## src/rtl/lpc_pkg.sv

```systemverilog
package lpc_pkg;

    typedef enum logic [1:0] {
        OPK_NONE,
        OPK_FULL,
        OPK_LOW,
        OPK_HIGH
    } op_kind_e;

    typedef enum logic [1:0] {
        ST_IDLE,
        ST_RESULT,
        ST_ILLEGAL
    } out_state_e;

endpackage

```

## src/rtl/lpc_decode.sv

```systemverilog
module lpc_decode
    import lpc_pkg::*;
#(
    parameter int OPC_W    = 9,
    parameter int OPC_BASE = 34,
    parameter int OPC_EXT  = 256
) (
    input  logic [OPC_W-1:0] opcode,
    output op_kind_e         kind
);
    localparam logic [OPC_W-1:0] C_FULL   = OPC_W'(OPC_BASE);
    localparam logic [OPC_W-1:0] C_LOW    = OPC_W'(OPC_BASE + 1);
    localparam logic [OPC_W-1:0] C_HIGH   = OPC_W'(OPC_BASE + 2);
    localparam logic [OPC_W-1:0] C_FULL_X = OPC_W'(OPC_BASE + OPC_EXT);
    localparam logic [OPC_W-1:0] C_LOW_X  = OPC_W'(OPC_BASE + OPC_EXT + 1);
    localparam logic [OPC_W-1:0] C_HIGH_X = OPC_W'(OPC_BASE + OPC_EXT + 2);

    always_comb begin
        kind = OPK_NONE;
        if (opcode == C_FULL || opcode == C_FULL_X) begin
            kind = OPK_FULL;
        end else if (opcode == C_LOW || opcode == C_LOW_X) begin
            kind = OPK_LOW;
        end else if (opcode == C_HIGH || opcode == C_HIGH_X) begin
            kind = OPK_HIGH;
        end
    end

endmodule

```

## src/rtl/lpc_mask_gen.sv

```systemverilog
module lpc_mask_gen
    import lpc_pkg::*;
#(
    parameter int DATA_W = 32,
    parameter int LANE_W = 6
) (
    input  op_kind_e          kind,
    input  logic [LANE_W-1:0] lane,
    output logic [DATA_W-1:0] mask
);
    // Bit i of the mask is set when the lane it stands for lies below the
    // executing lane; the upper half shifts every position by DATA_W lanes.
    for (genvar i = 0; i < DATA_W; i++) begin : g_bit
        localparam int LO_POS = i;
        localparam int HI_POS = i + DATA_W;
        logic below_lo;
        logic below_hi;
        assign below_lo = int'(lane) > LO_POS;
        assign below_hi = int'(lane) > HI_POS;
        assign mask[i]  = (kind == OPK_FULL)
                        | ((kind == OPK_LOW)  & below_lo)
                        | ((kind == OPK_HIGH) & below_hi);
    end

endmodule

```

## src/rtl/lpc_popcount.sv

```systemverilog
module lpc_popcount #(
    parameter int DATA_W = 32,
    localparam int CNT_W = $clog2(DATA_W + 1)
) (
    input  logic [DATA_W-1:0] word,
    output logic [CNT_W-1:0]  count
);
    always_comb begin
        count = '0;
        for (int k = 0; k < DATA_W; k++) begin
            count = count + CNT_W'(word[k]);
        end
    end

endmodule

```

## src/rtl/lane_popcnt_unit.sv

```systemverilog
module lane_popcnt_unit
    import lpc_pkg::*;
#(
    parameter int DATA_W   = 32,
    parameter int LANE_W   = 6,
    parameter int OPC_W    = 9,
    parameter int OPC_BASE = 34,
    parameter int OPC_EXT  = 256
) (
    input  logic              clk,
    input  logic              rst_n,
    input  logic              in_valid,
    input  logic [OPC_W-1:0]  in_opcode,
    input  logic [DATA_W-1:0] in_src_a,
    input  logic [DATA_W-1:0] in_src_b,
    input  logic [LANE_W-1:0] in_lane,
    output logic              out_valid,
    output logic [DATA_W-1:0] out_result,
    output logic              out_illegal
);
    localparam int CNT_W = $clog2(DATA_W + 1);

    op_kind_e          kind;
    logic [DATA_W-1:0] lane_mask;
    logic [CNT_W-1:0]  bit_count;
    logic [DATA_W-1:0] sum;
    logic              legal;
    out_state_e        state_q;
    out_state_e        state_d;
    logic [DATA_W-1:0] result_q;

    lpc_decode #(
        .OPC_W    (OPC_W),
        .OPC_BASE (OPC_BASE),
        .OPC_EXT  (OPC_EXT)
    ) u_decode (
        .opcode (in_opcode),
        .kind   (kind)
    );

    lpc_mask_gen #(
        .DATA_W (DATA_W),
        .LANE_W (LANE_W)
    ) u_mask (
        .kind (kind),
        .lane (in_lane),
        .mask (lane_mask)
    );

    lpc_popcount #(
        .DATA_W (DATA_W)
    ) u_count (
        .word  (in_src_a & lane_mask),
        .count (bit_count)
    );

    assign legal = (kind != OPK_NONE);
    assign sum   = in_src_b + DATA_W'(bit_count);

    // Next-state logic: every state follows the same request-driven arcs.
    always_comb begin
        state_d = state_q;
        unique case (state_q)
            ST_IDLE, ST_RESULT, ST_ILLEGAL: begin
                if (!in_valid) begin
                    state_d = ST_IDLE;
                end else if (legal) begin
                    state_d = ST_RESULT;
                end else begin
                    state_d = ST_ILLEGAL;
                end
            end
            default: state_d = ST_IDLE;
        endcase
    end

    always_ff @(posedge clk) begin
        if (!rst_n) begin
            state_q <= ST_IDLE;
        end else begin
            state_q <= state_d;
        end
    end

    always_ff @(posedge clk) begin
        if (!rst_n) begin
            result_q <= '0;
        end else if (in_valid) begin
            result_q <= legal ? sum : '0;
        end
    end

    // Output decode from the state register.
    always_comb begin
        out_valid   = 1'b0;
        out_illegal = 1'b0;
        unique case (state_q)
            ST_IDLE: begin
                out_valid   = 1'b0;
                out_illegal = 1'b0;
            end
            ST_RESULT: begin
                out_valid   = 1'b1;
                out_illegal = 1'b0;
            end
            ST_ILLEGAL: begin
                out_valid   = 1'b1;
                out_illegal = 1'b1;
            end
            default: begin
                out_valid   = 1'b0;
                out_illegal = 1'b0;
            end
        endcase
    end

    assign out_result = result_q;

    AST_VALID_FOLLOWS: assert property (@(posedge clk) disable iff (!rst_n)
        in_valid |=> out_valid);
    AST_VALID_DROPS: assert property (@(posedge clk) disable iff (!rst_n)
        !in_valid |=> !out_valid);
    AST_ILLEGAL_ZERO: assert property (@(posedge clk) disable iff (!rst_n)
        out_illegal |-> (out_valid && out_result == '0));
    AST_ILLEGAL_ONE_CYCLE: assert property (@(posedge clk) disable iff (!rst_n)
        (out_illegal && (!in_valid || legal)) |=> !out_illegal);
    AST_RESULT_HOLD: assert property (@(posedge clk) disable iff (!rst_n)
        !in_valid |=> $stable(out_result));
    AST_HIGH_BELOW_HALF: assert property (@(posedge clk) disable iff (!rst_n)
        (in_valid && kind == OPK_HIGH && int'(in_lane) < DATA_W)
        |=> out_result == $past(in_src_b));

endmodule

```

## config.mk

```make
export PLATFORM = sky130hd
export DESIGN_NAME = lane_popcnt_unit
export DESIGN_NICKNAME = d
export VERILOG_FILES = /design/src/rtl/lpc_pkg.sv /design/src/rtl/lpc_decode.sv /design/src/rtl/lpc_mask_gen.sv /design/src/rtl/lpc_popcount.sv /design/src/rtl/lane_popcnt_unit.sv
export SDC_FILE = /design/constraint.sdc
export NUM_CORES = 1
export LEC_CHECK = 0
export BUFFER_PORTS_ARGS = -buffer_cell sky130_fd_sc_hd__buf_2
export CAP_MARGIN = 0
export CORE_ASPECT_RATIO = 0.6
export CORE_UTILIZATION = 55
export DETAILED_ROUTE_END_ITERATION = 7
export GPL_ROUTABILITY_DRIVEN = 0
export PLACE_DENSITY = 0.83
export SLEW_MARGIN = 20
export SYNTH_ARGS = -nofsm -noshare
export SYNTH_HDL_FRONTEND = slang
export SYNTH_SLANG_ARGS = --single-unit
```

## constraint.sdc

```tcl
create_clock -name clk -period 24.6 [get_ports clk]
set_clock_uncertainty 0.2 [all_clocks]
set_input_delay 4.92 -clock clk [delete_from_list [all_inputs] [get_ports clk]]
set_output_delay 4.92 -clock clk [all_outputs]
set_load 0.01 [all_outputs]
```

==> results of run 1 <==
==> cell families after synthesis <==
family,after synthesis,synth area share
xor+xnor,31,0.07478
fa+ha+maj,42,0.1964
simple gates,159,0.2298
flops,34,0.1875
buf+inv,74,0.07857
compound gates,132,0.2329
==> sequential cells by signal, indices dropped and copies added (netlist names) <==
register,count
state_q,2
out_result,32
==> worst register-to-register path: cells and delay by family, from the launching register on <==
| family | cells | cell delay [ns] |
|---|---|---|
| fa+ha+maj | 1 | 0.21 |
| simple gates | 1 | 0.17 |
| flops | 1 | 0.32 |
==> how the worst min path moves through the flow <==
stage,cells past startpoint,endpoint,from,slack [ns]
2_1_floorplan,2,out_result[11],out_result[11],0.28
3_3_place_gp,2,out_result[31],out_result[31],0.23
3_5_place_dp,2,out_result[27],out_result[27],0.24
4_1_cts,2,out_result[27],out_result[27],0.25
5_1_grt,2,out_result[27],out_result[27],0.29
6_report,2,out_result[27],out_result[27],0.25
==> cell type report <==
cell class | instances | area [sq um]
Inverter | 48 | 180.2
Timing Repair Buffer | 117 | 593.1
Sequential cell | 34 | 680.7
Fill cell | 570 | 1914
Tap cell | 84 | 105.1
Multi-Input combinational cell | 364 | 2665
Clock buffer | 8 | 110.1
==> synthesized netlist by cell type (10+ instances only) <==
cell and number:
a21oi_1 27, and3_1 10, clkbuf_1 19, dfxtp_1 34, fa_1 25, ha_1 17
inv_1 48, nand2_1 49, nand3_1 19, nand4_1 10, nor2_1 20, nor2b_1 10
nor3_1 12, o21ai_0 41, xnor2_1 11, xor2_1 20
==> power groups by stage <==
stage / registers, uW / clock network (uW) / logic [uW]
global placement: 56.6 / 0 / 27.0
CTS: 55.3 / 48.7 / 28.0
floorplan: 56.6 / 0 / 15.2
detailed placement: 56.6 / 0 / 27.8
finish: 55.3 / 48.4 / 28.9
global route: 55.3 / 51.9 / 31.1
==> metrics by stage <==
| step | setup slack (ns) | utilization |
|---|---|---|
| global placement | 11.58 | 0.6760 |
| global route | 11.23 | 0.6936 |
| CTS | 11.76 | 0.6936 |
| floorplan | 12.20 | - |
| detailed placement | 11.48 | 0.6760 |
| finish | 11.63 | 0.6936 |
==> metal layers <==
metal	global-route usage	share of wire	up-vias
li1	-	-	1854
met3	0.1398	0.13	33
met2	0.4726	0.41	203
met5	0	0	-
met1	0.4428	0.45	1831
met4	0.04966	0.017	0
==> layout by cell type (no fill, tap or decap), types with 2 or more instances in the layout <==
cell,count
a31oi_1,3
and3_1,10
xor2_1,20
nand2b_1,7
nand3b_1,2
fa_1,25
xnor2_1,11
o2111ai_1,7
o22ai_1,8
nor2_1,20
o32ai_1,2
nand2_1,49
a21o_1,6
o31ai_1,4
buf_4,3
nor2b_1,10
o211ai_1,9
o21a_1,5
o211a_1,2
dfxtp_1,34
buf_2,114
ha_1,17
a211oi_1,5
nand4b_1,2
o21ai_0,41
a21boi_0,4
inv_1,48
nor3b_1,3
nand3_1,19
and2_1,4
nor3_1,12
a21oi_1,27
clkbuf_8,8
nand4_1,10
==> summary.md, run 1 <==
| Metric | Value |
|---|---|
| Seq/Total Area, Yosys | 0.1875 |
| Post-synthesis cell count | 472 |
| Total GRT Usage | 0.3218 |
| # H-tree levels | 2 |
| Final Hold Fails | 0 |
| Critical Path AT | 12.93 ns |
| Fin cells | 655 |
| Top-area cell type share of the netlist area | 0.1875 |
| Flop pwr share | 0.417 |
| Sw Ratio | 0.2859 |
| Asr flop ratio synth | 0 |
| Clock slew at reported path FFs | 0.07 ns |
| Number of nets with antenna violations after routing | 0 |
| Setup tns final | 0 ns |
| Maximum vdd drop | between 0.03 and 0.04 mV |
| RSZ-0062 raised after global routing | false |
| Avg Inst Size Synth | 7.693 sq um |
| Outcome | finished, final reports clean |
| First-pass GRT wire length | around 17000 um |
| Post-CTS setup buffers | 0 |
| DR DRC count | 0 |
| Leading area contributor after synthesis | dfxtp_1 |
| Global route total overflow | 0 |
| Slowest-stage cell, CP | or4b_1 |
| Initial detailed-routing violation count | 449 |
| Worst Setup SP | in_opcode[4] |
| Num CTS Buffers | 5 |
| Post-synth EDFFs | 0 |
| Leak Pwr | 0.002062 uW |
| Hold buffers post-CTS | 0 |
| Total Wirelength | 10930 um |
| Core area | 6248 sq um |
| Synth top area cells | dfxtp_1 19%, fa_1 14%, ha_1 5.9% |
| Overall die width | 106.9 um |
| Worst hold slack | 0.2517 ns |
| Initial core utilization | 0.5811 |
| Clk network pwr share | 0.365 |
| # IOs | 116 |
| Yosys reg bits | 34 |
| Final nets | 694 |
| Post-Syn Nets | 596 |
| Design area | 4334 sq um |
| Clock latency on the worst-skew pair | 0.29 ns |
| Setup Viol. Count Final | 0 |
| RR Startpoint | state_q[0] |
| Vias in the first global route | 3531 |
| Reg2Reg Setup Slack | 23.63 ns |
| Clk root buf | clkbuf_8 |
| Crit path max fanout | 21 |
| Final min period | about 13 ns |
| Placed cells | ~650 |
| Worst endpoint required time | 24.56 ns |
| Die Area | 6941 sq um |
| Placed cell areas | 4224 sq um |
| Crit-path most repeated cell | fa_1 |
| R2r worst-path depth | 2 |
| Largest net degree at the start of global routing | 27 |
| Post-route total power | around 130 uW |
| Min-Delay Path Class | reg2reg |
| Diodes inserted | 0 |
| Pre-antenna DRT Iters | 6 |
| Yosys cell types | 55 |
| PD cells | 30.60 nW/um^2 |
| Max-slew violations | 0 |
| Startpoint types | input port |
| Critical path class | in2reg |
| Die Ht | around 65 um |
| Gate power share | 0.218 |
| Worst Setup EP | out_result[12] |
| Top delay family on crit path | adder cells |
| Via count | 3921 |
| Initial antenna violation count | 0 |
| CP peak stage delay | 0.69 ns |
| CP Depth | 26 |
| CP endpoint kind | register |
| Clk buf depth | 2 |
| Switch Pwr | 37.92 uW |
| Clock sink total | 34 |
| Area grow syn2layout | 19.37% |
| Worst path bufs/invs | 5 |
| R2R Path End | state_q[1] |
| Synthesis Warnings | 0 |
| HPWL Detailed | 8710 um |
| Peak Freq | 77.10 MHz |
| Detailed-route wire length per cell | between 15 and 20 um |
| CTS resizes | 0 |
| Total of max-cap violations | 0 |
| CTS tree | built |
| Actual slew at the worst max-slew pin | 0.7045 ns |
| Vias per cell | approximately 6.0 |
| Slew headroom | 0.5265 |
| Synthesized area | 3631 sq um |
| Port bufs | 114 |
| Crit share post-route | 0.5273 |
| Most used flip-flop cell after synthesis | dfxtp_1 |
| Row cnt | 22 |
| Share of cells above drive strength 1 | 0.2312 |
| Cell internal pwr | 94.72 uW |
No activity file was read; power rests on OpenSTA's default activity.
==> inputs of run 2 (changes only) <==
ABC_AREA = 1   (was unset)
CORE_UTILIZATION = 49   (was 55)
PLACE_DENSITY = 0.76   (was 0.83)
clock period = 10.4 ns   (was 24.6 ns; I/O delays follow)
==> summary.md, run 2 <==
| Metric | Value |
|---|---|
| Largest net degree at the start of global routing | 35 (+30%) |
| Avg Inst Size Synth | 6.201 sq um (-19%) |
| PD cells | 69.44 nW/um^2 (+130%) |
| # IOs | 116 (unchanged) |
| Setup Viol. Count Final | 0 (unchanged) |
| Row cnt | 25 (+14%) |
| DR DRC count | 0 (unchanged) |
| Post-CTS setup buffers | 0 (unchanged) |
| Overall die width | 122.3 um (+14%) |
| Post-Syn Nets | 810 (+36%) |
| Diodes inserted | 0 (unchanged) |
| Yosys cell types | 42 (-24%) |
| Met2 GRT Util | 0.4220 (-0.05061) |
| CTS resizes | 0 (unchanged) |
| Total of max-cap violations | 0 (unchanged) |
| Most common cell after layout, fill and taps aside | nand2_1 |
| Asr flop ratio synth | 0 (unchanged) |
| Outcome | finished, final reports clean |
| Met3 Usage GRT | 0.09816 (-0.04168) |
| Maximum vdd drop | 0.05450 mV (+69%) |
| Final Hold Fails | 0 (unchanged) |
| Pre-antenna DRT Iters | 7 (+1) |
| Port bufs | 114 (unchanged) |
| Adder-cell share of the synthesized area | 0.1676 (-0.02877) |
| CTS tree | built |
| Largest family of logic cells by synthesized area | simple AND/OR/NAND/NOR gates |
| Initial antenna violation count | 0 (unchanged) |
| Area grow syn2layout | 18.32% |
| Initial core utilization | 0.5231 (-0.05802) |
| Routing usage on met1 | 0.4730 (+0.03022) |
| Die Ht | 74.18 um (+14%) |
| Most instantiated cells after synthesis | 187 x nand2_1, 108 x inv_1, 73 x nor2_1 |
| Peak Freq | approximately 100 MHz |
| Startpoint types | input port |
| Leading area contributor after synthesis | nand2_1 |
| Most frequent cells in the layout | 187 x nand2_1, 114 x buf_2, 108 x inv_1, 73 x nor2_1, 44 x nand3_1 |
| Seq/Total Area, Yosys | 0.1600 (-0.02746) |
| CP peak stage delay | 0.54 ns (-0.15 ns) |
| Max-slew violations | 0 (unchanged) |
| Clk buf depth | 2 (unchanged) |
| Initial detailed-routing violation count | 669 (+49%) |
| Min-Delay Path Class | reg2reg |
| Final nets | 918 (+32%) |
| Setup tns final | 0 ns (unchanged) |
| Clock latency on the worst-skew pair | 0.28 ns (about the same) |
| Most frequent cell after synthesis | nand2_1 |
| Hold buffers post-CTS | 0 (unchanged) |
| Vias per cell | 5.640 (-5.8%) |
| Final min period | 9.741 ns |
| Worst endpoint required time | 10.34 ns (-14.22 ns) |
| HPWL Detailed | 11120 um (+28%) |
| Share of cells above drive strength 1 | 0.2081 (-0.02310) |
| Global route total overflow | 0 (unchanged) |
| Clock slew at reported path FFs | 0.05 ns (-0.02 ns) |
| Detailed-route wire length per cell | 15.22 um (-8.8%) |
| XOR/XNOR Fraction of Synth Area | 0.01647 (-0.05831) |
| Top-area cell type share of the netlist area | 0.1650 (-0.02246) |
| Post-synth EDFFs | 0 (unchanged) |
| Number of flip-flops in the largest register | 32 (unchanged) |
| Synth top area cells | nand2_1 17%, dfxtp_1 16%, fa_1 12% |
| # H-tree levels | 2 (unchanged) |
| Global route hottest layer | met1 |
| Total Wirelength | 13720 um (+25%) |
| Number of nets with antenna violations after routing | 0 (unchanged) |
| Synthesis Warnings | 0 (unchanged) |
| Die Area | 9071 sq um (+31%) |
| Post-route total power | 349.5 uW (+160%) |
| RSZ-0062 raised after global routing | false |
| First-pass GRT wire length | 21690 um (+25%) |
| Yosys reg bits | 34 (unchanged) |
| Total GRT Usage | 0.3128 (-0.008989) |
| Slew headroom | 0.3527 (-0.1738) |
| Post-synthesis cell count | 686 (+45%) |
| Leak Pwr | 0.002620 uW (+27%) |
| CP endpoint kind | register |
| Simple-gate share of the synthesized area | 0.3738 (+0.1440) |
| Synthesized area | 4254 sq um (+17%) |
| Vias in the first global route | 4383 (+24%) |
| Clk root buf | clkbuf_16 |
| Core area | 8133 sq um (+30%) |
| Crit share post-route | 0.9367 |
| Slowest-stage cell, CP | fa_1 |
| Clock sink total | 34 (unchanged) |
| Critical Path AT | 9.68 ns (-3.25 ns) |
| Critical path class | in2reg |
| Most used flip-flop cell after synthesis | dfxtp_1 |
| Actual slew at the worst max-slew pin | 0.9650 ns (+0.2606 ns) |
| Via count | 5082 (+30%) |
| Crit path max fanout | 10 (-52%) |
| Num CTS Buffers | 5 (unchanged) |
| Proportion of synthesized area in mux cells | 0 (unchanged) |
| Compound-Gate Fraction of Synth Area | 0.1588 (-0.07412) |
-- run 2: cell count changes in the layout (fill, tap and decap cells not counted), sizes merged, moves of 15 or more --
| cell | delta |
|---|---|
| nand2 | +139 |
| inv | +63 |
| nor2 | +58 |
| nand3 | +41 |
| a21oi | +25 |
| xor2 | -15 |
-- run 2: final cells by class --
cell class                      count  area [sq um]
Clock buffer                        6         138.9
Inverter                          115         436.7
Sequential cell                    34         680.7
Timing Repair Buffer              117         593.1
Multi-Input combinational cell    521          3049
Tap cell                          108         135.1
Fill cell                         810          3099
-- run 2: metrics by stage --
stage / setup slack, ns / hold WS [ns] / utilization / cells / area [sq um]
6_report: 0.6586 / 0.2612 / 0.6189 / 901 / 5034
5_1_grt: 0.2274 / 0.2783 / 0.6189 / 901 / 5034
4_1_cts: 0.6939 / 0.2623 / 0.6189 / 901 / 5034
3_5_place_dp: 0.4305 / 0.2529 / 0.6018 / 895 / 4895
3_3_place_gp: 0.5915 / 0.2504 / 0.6018 / 895 / 4895
2_1_floorplan: 1.419 / 0.2900 / - / 686 / 4254
-- run 2: cell families after synthesis --
group,count (synthesis)
AOI/OAI and AO/OA,115
xor gates and xnor gates,8
adders and majority gates,42
buffers and inverters,131
DFF,34
and+or+nand+nor,356
-- run 2: path summary, 6_finish.rpt --
| path | startpoint | endpoint | slack (ns) | cells after the start |
|---|---|---|---|---|
| max | in_opcode[4] | out_result[31] | 0.66 | 34 |
| min | out_result[10] | out_result[10] | 0.26 | 2 |
| min reg2reg | out_result[10] | out_result[10] | 0.26 | 2 |
| max reg2reg | state_q[0] | state_q[0] | 9.32 | 4 |
-- run 2: power breakdown --
group | switching [uW] | internal (uW)
logic | 48.2 | 24.1
registers | 0.282 | 131
clock network | 53.5 | 92.4
-- run 2: routing by layer --
layer | vias to the layer above | wire length, um
met5 | - | 0
met4 | 0 | 359
met3 | 55 | 1997
met2 | 348 | 5064
met1 | 2273 | 6296
li1 | 2406 | -
-- run 2: critical path, delay by kind of cell --
family / cells / cell delay, ns
AO/OA/AOI/OAI: 2 / 0.29
XOR/XNOR: 1 / 0.11
adder cells (fa/ha/maj): 10 / 4.68
buffers and inverters: 7 / 0.66
AND/OR/NAND/NOR: 14 / 1.84
